$ cat config.mk
export PLATFORM = sky130hd
export DESIGN_NAME = adc_bus_ctrl
export DESIGN_NICKNAME = d
export VERILOG_FILES = /design/src/rtl/adcctl_pkg.sv /design/src/rtl/adcctl_bus_decode.sv /design/src/rtl/adcctl_sar_seq.sv /design/src/rtl/adcctl_out_sel.sv /design/src/rtl/adc_bus_ctrl.sv
export SDC_FILE = /design/constraint.sdc
export NUM_CORES = 1
export LEC_CHECK = 0
export BUFFER_PORTS_ARGS = -buffer_cell sky130_fd_sc_hd__buf_2
export CAP_MARGIN = 5
export CORE_ASPECT_RATIO = 0.8
export CORE_MARGIN = 1.5
export CORE_UTILIZATION = 25
export CTS_CLUSTER_DIAMETER = 100
export DETAILED_ROUTE_END_ITERATION = 12
export PLACE_DENSITY_LB_ADDON = 0.15
export SYNTH_ARGS = -nofsm -noshare
export SYNTH_HDL_FRONTEND = slang
export SYNTH_SLANG_ARGS = --single-unit
$ cat constraint.sdc
create_clock -name clk -period 2 [get_ports clk]
set_clock_uncertainty 0.1 [all_clocks]
set_input_delay 0.1 -clock clk [delete_from_list [all_inputs] [get_ports clk]]
set_output_delay 0.1 -clock clk [all_outputs]
set_load 0.05 [all_outputs]
$ cat src/rtl/adcctl_pkg.sv
package adcctl_pkg;
    localparam int DEF_RES_W     = 12;
    localparam int DEF_SHORT_W   = 8;
    localparam int DEF_SETUP_CYC = 2;

    typedef enum logic [1:0] {
        PH_IDLE  = 2'd0,
        PH_SETUP = 2'd1,
        PH_STEP  = 2'd2
    } phase_e;

    typedef struct packed {
        logic strobe;
        logic sel_n;
        logic read;
    } bus_ctl_t;

    function automatic logic go_req(input bus_ctl_t b);
        return b.strobe && !b.sel_n && !b.read;
    endfunction

    function automatic logic rd_req(input bus_ctl_t b);
        return b.strobe && !b.sel_n && b.read;
    endfunction
endpackage

$ cat src/rtl/adcctl_bus_decode.sv
module adcctl_bus_decode
    import adcctl_pkg::*;
(
    input  logic     clk,
    input  logic     rst,
    input  bus_ctl_t bus,
    input  logic     busy,
    output logic     start_pulse,
    output logic     read_ok
);
    logic go_now;
    logic go_q;

    assign go_now = go_req(bus);

    always_ff @(posedge clk) begin
        if (rst) go_q <= 1'b0;
        else     go_q <= go_now;
    end

    assign start_pulse = go_now && !go_q;
    assign read_ok     = rd_req(bus) && !busy;
endmodule

$ cat src/rtl/adcctl_sar_seq.sv
module adcctl_sar_seq
    import adcctl_pkg::*;
#(
    parameter int RES_W     = DEF_RES_W,
    parameter int SHORT_W   = DEF_SHORT_W,
    parameter int SETUP_CYC = DEF_SETUP_CYC
) (
    input  logic             clk,
    input  logic             rst,
    input  logic             start_pulse,
    input  logic             len_sel,
    input  logic             cmp_hi,
    output logic             busy,
    output logic [RES_W-1:0] trial,
    output logic [RES_W-1:0] result
);
    localparam int LOW_W = RES_W - SHORT_W;
    localparam int IDX_W = $clog2(RES_W);
    localparam int CNT_W = (SETUP_CYC > 1) ? $clog2(SETUP_CYC) : 1;

    phase_e             phase_q;
    logic [CNT_W-1:0]   cnt_q;
    logic [IDX_W-1:0]   idx_q;
    logic [RES_W-1:0]   sar_q;
    logic [RES_W-1:0]   sar_nxt;
    logic [RES_W-1:0]   res_q;
    logic               short_q;
    logic               busy_q;
    logic               last;

    assign last = (idx_q == '0) || (short_q && (idx_q <= IDX_W'(LOW_W)));

    always_comb begin
        sar_nxt        = sar_q;
        sar_nxt[idx_q] = cmp_hi;
        if (!last) sar_nxt[idx_q - IDX_W'(1)] = 1'b1;
    end

    always_ff @(posedge clk) begin
        if (rst) begin
            phase_q <= PH_IDLE;
            cnt_q   <= '0;
            idx_q   <= '0;
            sar_q   <= '0;
            res_q   <= '0;
            short_q <= 1'b0;
            busy_q  <= 1'b0;
        end else begin
            if (start_pulse) short_q <= len_sel;
            case (phase_q)
                PH_IDLE: begin
                    if (start_pulse) begin
                        phase_q <= PH_SETUP;
                        cnt_q   <= '0;
                        idx_q   <= IDX_W'(RES_W - 1);
                        sar_q   <= {1'b1, {(RES_W-1){1'b0}}};
                        busy_q  <= 1'b1;
                    end
                end
                PH_SETUP: begin
                    if (cnt_q == CNT_W'(SETUP_CYC - 1)) phase_q <= PH_STEP;
                    else                                cnt_q   <= cnt_q + CNT_W'(1);
                end
                PH_STEP: begin
                    sar_q <= sar_nxt;
                    if (last) begin
                        res_q   <= short_q ? {sar_nxt[RES_W-1:LOW_W], {LOW_W{1'b0}}}
                                           : sar_nxt;
                        phase_q <= PH_IDLE;
                        busy_q  <= 1'b0;
                    end else begin
                        idx_q <= idx_q - IDX_W'(1);
                    end
                end
                default: phase_q <= PH_IDLE;
            endcase
        end
    end

    assign busy   = busy_q;
    assign trial  = sar_q;
    assign result = res_q;
endmodule

$ cat src/rtl/adcctl_out_sel.sv
module adcctl_out_sel #(
    parameter int RES_W   = 12,
    parameter int SHORT_W = 8
) (
    input  logic [RES_W-1:0] result,
    input  logic             enable,
    input  logic             wide,
    input  logic             slice_lo,
    output logic [RES_W-1:0] data,
    output logic             data_en
);
    localparam int LOW_W = RES_W - SHORT_W;

    logic [RES_W-1:0] hi_slice;
    logic [RES_W-1:0] lo_slice;

    assign hi_slice = {result[RES_W-1:LOW_W], {LOW_W{1'b0}}};
    assign lo_slice = {result[LOW_W-1:0], {SHORT_W{1'b0}}};

    always_comb begin
        data = '0;
        if (enable) begin
            if (wide)          data = result;
            else if (slice_lo) data = lo_slice;
            else               data = hi_slice;
        end
    end

    assign data_en = enable;
endmodule

$ cat src/rtl/adc_bus_ctrl.sv
module adc_bus_ctrl
    import adcctl_pkg::*;
#(
    parameter int RES_W     = DEF_RES_W,
    parameter int SHORT_W   = DEF_SHORT_W,
    parameter int SETUP_CYC = DEF_SETUP_CYC
) (
    input  logic             clk,
    input  logic             rst,
    input  logic             chip_en,
    input  logic             sel_n,
    input  logic             rd_cnv,
    input  logic             addr_lo,
    input  logic             wide_rd,
    input  logic             cmp_hi,
    output logic             busy,
    output logic [RES_W-1:0] trial_code,
    output logic [RES_W-1:0] rd_data,
    output logic             rd_en
);
    bus_ctl_t         bus;
    logic             start_pulse;
    logic             read_ok;
    logic [RES_W-1:0] result;

    assign bus = '{strobe: chip_en, sel_n: sel_n, read: rd_cnv};

    adcctl_bus_decode u_dec (
        .clk         (clk),
        .rst         (rst),
        .bus         (bus),
        .busy        (busy),
        .start_pulse (start_pulse),
        .read_ok     (read_ok)
    );

    adcctl_sar_seq #(
        .RES_W     (RES_W),
        .SHORT_W   (SHORT_W),
        .SETUP_CYC (SETUP_CYC)
    ) u_seq (
        .clk         (clk),
        .rst         (rst),
        .start_pulse (start_pulse),
        .len_sel     (addr_lo),
        .cmp_hi      (cmp_hi),
        .busy        (busy),
        .trial       (trial_code),
        .result      (result)
    );

    adcctl_out_sel #(
        .RES_W   (RES_W),
        .SHORT_W (SHORT_W)
    ) u_out (
        .result   (result),
        .enable   (read_ok),
        .wide     (wide_rd),
        .slice_lo (addr_lo),
        .data     (rd_data),
        .data_en  (rd_en)
    );
endmodule

==> summary.txt, run 1 <==
Cell Pwr Density -> 671.0 mW/mm^2
Chip Width -> 102.7 um
Setup WS pre-CTS -> 138.5 ps
crit-path max cell delay -> 520 ps
Clock Latency Late Sink -> 300 ps
CP Launch Type -> input port
Std-Cell Core Area -> 0.007567 sq mm
Vias -> 1,906
initial antenna violation count -> 0
crit-path most repeated cell -> buf_2
pin count of the biggest net entering global routing -> 22
switching portion of total power -> 0.2556
Crit path buffers/inverters -> 4
CTS tree -> done
cells on worst reg2reg path -> 6
maximum fanout along the worst path -> 9
CP Cell Sequence -> dlygate4sd3_1 -> buf_2 -> nand4bb_1 -> inv_2 -> and3_1 -> buf_2
fin crit period -> 1880 ps
Clock power frac -> 0.459
MaxCap Viol Count -> 0
fin crit share -> 0.9402
vias per std cell -> 4.825
synth warn -> 0
RR Endpoint -> u_seq.result[1]
Cells after Synth -> 238
Post-Route WL -> 5980 um
drt initial violations -> 85
# Post-CTS Setup Buffers -> 0
maximum clock frequency -> 531.8 MHz
flops & latches, synth -> 34
vias in the first global route -> 1,799
Register-to-Register Setup Slack -> 170 ps
DRT antenna net count -> 0
P_sw -> 440.8 uW
Post-Syn Area -> 0.001988 sq mm
final net count -> 301
GPL Wtd Cong -> 0.8112
sequential power share -> 0.405
status -> completed
Hold Startpoint -> rst
grt ovf -> 0
first-pass GRT wire length -> 9577 um
number of synthesized flops with an enable pin -> 0
Final Hold Vio Count -> 0
# diodes -> 0
share of the synthesized area in the top cell type -> 0.3424
Synth area leaders -> dfxtp_1, mux2i_1, and3_1
area leader, netlist -> dfxtp_1
H-tree levels -> 2
gr usage total -> 0.1511
Synth Flop Type -> dfxtp_1
synthesis-to-finish area growth -> 29.26%
Worst R2R Start -> u_seq.idx_q[0]
I/O pin count -> 34
HPWL after DPL -> 4427 um
Slew Viols, Final -> 0
dominant cell by count in the synthesized netlist -> dfxtp_1
CP Class -> in -> out
CTS Sinks -> 34
register area share after synthesis -> 0.3424
Syn Nets -> 250
CP Depth -> 6
Layout Utilization -> 0.3396
DRC violations left -> 0
hold depth -> 2
port bufs -> 33
ys async rst share -> 0
worst-margin pin slew -> 462.6 ps
Internal -> 1284 uW
Post-Syn Area per Cell -> 8.354 sq um
die height -> 82.76 um
maximum VDD drop -> 0.0002510 V
1st-pass router iterations -> 4
CP endpoint kind -> primary output
WL/cell -> 15.14 um
Starting Density -> 0.2627
Worst path slowest cell -> dlygate4sd3_1
worst min path class -> in -> reg
post-synthesis cell type count -> 47
Comb pwr share -> 0.136
final setup fails -> 0
Pleak -> 0.001078 uW
CTS root buf -> clkbuf_8
CP startpoint -> sel_n
clock tree buffer depth -> 2
max_slew headroom -> 0.6916
Final Worst Setup Slack -> 119.6 ps
number of cell rows -> 28
share of layout cells above drive strength 1 -> 0.2793
total die area -> 0.008500 sq mm
Largest delay share family, worst path -> buffers and inverters
Data arrival, critical path -> 1680 ps
Worst Path Required -> 1800 ps
WHS Endpoint -> u_seq.cnt_q
Synth top cells by count -> dfxtp_1, nand2_1, nor2_1, a21oi_1, and3_1
CTS buffer count -> 5
clk slew on worst S/H paths -> 80 ps
## cell type report
class | count | area (sq um)
fill | 833 | 4997
clock inverter | 3 | 68.82
multi-input combinational | 179 | 1205
inverter | 8 | 30.03
sequential | 34 | 680.7
clock buffer | 5 | 68.82
tap | 105 | 131.4
timing repair buffer | 61 | 385.4
## layout by cell type (no fill, tap or decap), drive strengths merged, types with 5 or more instances in the layout
master,instances
inv,8
a211oi,8
a21oi,16
dfxtp,34
mux2i,13
a31oi,5
nand2b,10
nor2,19
nand3b,7
o21ai,13
nand2,20
buf,57
clkbuf,6
and3,15
## sequential cells by signal, summed over array words and instances (netlist names)
| register | flops |
|---|---|
| u_dec.go_q | 1 |
| u_seq.busy | 1 |
| u_seq.cnt_q | 1 |
| u_seq.idx_q | 4 |
| u_seq.phase_q | 2 |
| u_seq.result | 12 |
| u_seq.short_q | 1 |
| u_seq.trial | 12 |
## logic make-up (layout without fill, tap and decap cells)
group / count (synthesis) / in the layout / synth area share
adder cells (fa/ha/maj): 4 / 4 / 0.02517
multiplexers: 17 / 17 / 0.08810
AND/OR/NAND/NOR: 91 / 91 / 0.2530
AO/OA/AOI/OAI: 67 / 67 / 0.2385
flip-flops: 34 / 34 / 0.3424
buffers and inverters: 25 / 77 / 0.05286
## repair_timing
action                                  4_1_cts  5_1_grt
endpoints found under the setup margin        0       13
hold buffers                                  3        0
gates resized for setup                       0        4
endpoints found under the hold margin         2        0
## worst max-delay path by stage
stage	endpoint	slack [ps]
2_1_floorplan	rd_data[4]	10
3_3_place_gp	u_seq.result[6]	180
3_5_place_dp	u_seq.result[5]	140
4_1_cts	rd_data[3]	40
5_1_grt	rd_data[8]	-0.4
6_report	rd_data[3]	120
## routing by layer
layer | up-vias | track usage | part of all wire
met3 | 7 | 0.02862 | 0.042
li1 | 969 | - | -
met2 | 44 | 0.2285 | 0.42
met4 | 0 | 0.04110 | 0.012
met5 | - | 0 | 0
met1 | 886 | 0.2183 | 0.53
## power groups by stage
| stage | combinational (uW) | sequential, uW | clock (uW) |
|---|---|---|---|
| after global routing | 256 | 700 | 854 |
| after CTS | 234 | 698 | 816 |
| after detailed placement | 229 | 714 | 0 |
| final | 234 | 698 | 792 |
| after floorplan | 134 | 724 | 0 |
| after global placement | 229 | 714 | 0 |
## through the flow
step / power [uW] / cells / TNS, ps / cell area, sq um / hold WS, ps
5_1_grt: 1811 / 395 / -0.4117 / 2570 / 96.31
3_3_place_gp: 943.3 / 384 / 0 / 2397 / 207.0
2_1_floorplan: 858.0 / 238 / 0 / 1988 / 76.74
4_1_cts: 1747 / 395 / 0 / 2565 / 71.53
6_report: 1724 / 395 / 0 / 2570 / 85.24
3_5_place_dp: 942.7 / 384 / 0 / 2397 / 205.6
Power figures use the tool's default switching activity.
==> inputs of run 2 (changes only) <==
--- a/config.mk
+++ b/config.mk
@@ -7,6 +7,8 @@
 export LEC_CHECK = 0
 export BUFFER_PORTS_ARGS = -buffer_cell sky130_fd_sc_hd__buf_2
 export CAP_MARGIN = 5
+export CELL_PAD_IN_SITES_DETAIL_PLACEMENT = 1
+export CELL_PAD_IN_SITES_GLOBAL_PLACEMENT = 2
 export CORE_ASPECT_RATIO = 0.8
 export CORE_MARGIN = 1.5
 export CORE_UTILIZATION = 25
==> summary.txt, run 2 (same netlist as run 1, synthesis figures left out) <==
I/O pin count -> 34
vias per std cell -> 4.840
Slew Viols, Final -> 0
DRT antenna net count -> 0
DRC violations left -> 0
CP Launch Type -> input port
# Post-CTS Setup Buffers -> 0
Post-Route WL -> 6344 um
crit-path max cell delay -> 760 ps
most frequent cells in the layout -> dfxtp_1, buf_2, buf_4
CP Cell Sequence -> dlygate4sd3_1 -> buf_2 -> or4b_2 -> o311ai_0 -> a21oi_1
share of layout cells above drive strength 1 -> 0.2778
number of cell rows -> 28
max_slew headroom -> 0.7466
die height -> 82.76 um
vias in the first global route -> 1,917
CTS tree -> done
maximum fanout along the worst path -> 4
GPL Wtd Cong -> 0.8156
Reg area -> 680.7 sq um
Layout Utilization -> 0.3320
Clock power frac -> 0.351
final net count -> 300
CTS root buf -> clkbuf_8
P_sw -> 420.5 uW
Internal -> 1013 uW
final setup fails -> 0
Worst Path Required -> 2070 ps
Multi-input gate area -> 0.001216 sq mm
Layout fillers -> 934
maximum VDD drop -> 0.0001925 V
sequential power share -> 0.489
Final Hold Vio Count -> 0
CP endpoint kind -> flop
Clock Latency Late Sink -> 290 ps
gr usage total -> 0.1608
MaxCap Viol Count -> 0
placed cell count -> 383
first-pass GRT wire length -> 10,180 um
status -> completed
hold depth -> 2
fin crit share -> 0.9600
Worst R2R Start -> u_seq.idx_q[0]
Starting Density -> 0.2627
pin count of the biggest net entering global routing -> 22
1st-pass router iterations -> 4
Register-to-Register Setup Slack -> 130 ps
maximum clock frequency -> 520.9 MHz
H-tree levels -> 2
Data arrival, critical path -> 1990 ps
Vias -> 1,902
grt ovf -> 0
CP Class -> in -> reg
Std-Cell Core Area -> 0.007567 sq mm
total die area -> 0.008500 sq mm
clock tree buffer depth -> 2
drt initial violations -> 60
RR Endpoint -> u_seq.result[11]
RSZ-0062 raised after global routing -> no
clk slew on worst S/H paths -> 70 ps
switching portion of total power -> 0.2933
Final Non-Filler Cells -> 393
WL/cell -> 16.14 um
# diodes -> 0
synthesis-to-finish area growth -> 26.37%
Pleak -> 0.001056 uW
Hold Startpoint -> rst
Comb pwr share -> 0.160
Chip Width -> 102.7 um
most common cell after layout, fill and taps aside -> dfxtp_1
Worst path slowest cell -> or4b_2
CTS Sinks -> 34
cells on worst reg2reg path -> 6
worst min path class -> in -> reg
port bufs -> 33
setup_tns -> 0 ps
WHS Endpoint -> u_seq.cnt_q
HPWL after DPL -> 4665 um
Cell Pwr Density -> 570.6 mW/mm^2
fin crit period -> 1920 ps
initial antenna violation count -> 0
worst-margin pin slew -> 378.7 ps
CTS buffer count -> 5
[run 2: area by class of cell]
class                   instances  area share
flip-flops and latches         34      0.2709
clock inverters                 2    0.003984
multi-input cells             179      0.4841
repair buffers                 60      0.1494
well taps                     105     0.05229
clock buffers                   5     0.02739
inverters                       8     0.01195
[run 2: how the worst max path moves through the flow]
stage / startpoint / endpoint / slack [ps] / depth (start not counted)
floorplan: u_seq.busy / rd_data[4] / 10 / 3
global placement: u_seq.idx_q[0] / u_seq.trial[3] / 80 / 6
detailed placement: u_seq.idx_q[1] / u_seq.result[6] / 70 / 7
CTS: u_seq.idx_q[1] / u_seq.result[6] / 60 / 7
global route: u_seq.idx_q[1] / u_seq.result[5] / 6 / 7
finish: sel_n / u_seq.trial[10] / 80 / 5
[run 2: worst max-delay path: cells and delay by family]
| family | cells | cell delay, ps |
|---|---|---|
| buffers and inverters | 2 | 690 |
| AOI/OAI and AO/OA | 2 | 440 |
| and+or+nand+nor | 1 | 760 |
[run 2: power groups by stage]
| stage | Clock, uW | Sequential (uW) | Combinational [uW] |
|---|---|---|---|
| after floorplan | 0 | 724 | 134 |
| final | 503 | 701 | 230 |
| after global routing | 553 | 703 | 250 |
| after CTS | 520 | 701 | 229 |
| after detailed placement | 0 | 717 | 224 |
| after global placement | 0 | 717 | 226 |
[run 2: routing by layer]
metal / wire length, um / vias up / track usage
met4: 51 / 0 / 0.03699
li1: - / 958 / -
met1: 3321 / 915 / 0.2213
met2: 2801 / 22 / 0.2603
met3: 169 / 7 / 0.03114
met5: 0 / - / 0
[run 2: what timing repair did]
action,CTS,global route
gates resized for setup,0,3
hold endpoints to repair,2,0
endpoints found under the setup margin,0,10
hold buffers,3,0
[run 2: metrics by stage]
step / worst slack [ps] / hold slack, ps / total power, uW / cell area [sq um]
2_1_floorplan: 11.21 / 76.74 / 858.0 / 1988
3_3_place_gp: 77.83 / 210.0 / 943.0 / 2390
3_5_place_dp: 69.26 / 222.7 / 941.2 / 2390
4_1_cts: 58.96 / 40.01 / 1451 / 2499
5_1_grt: 6.470 / 50.35 / 1505 / 2512
6_report: 80.07 / 44.08 / 1434 / 2512
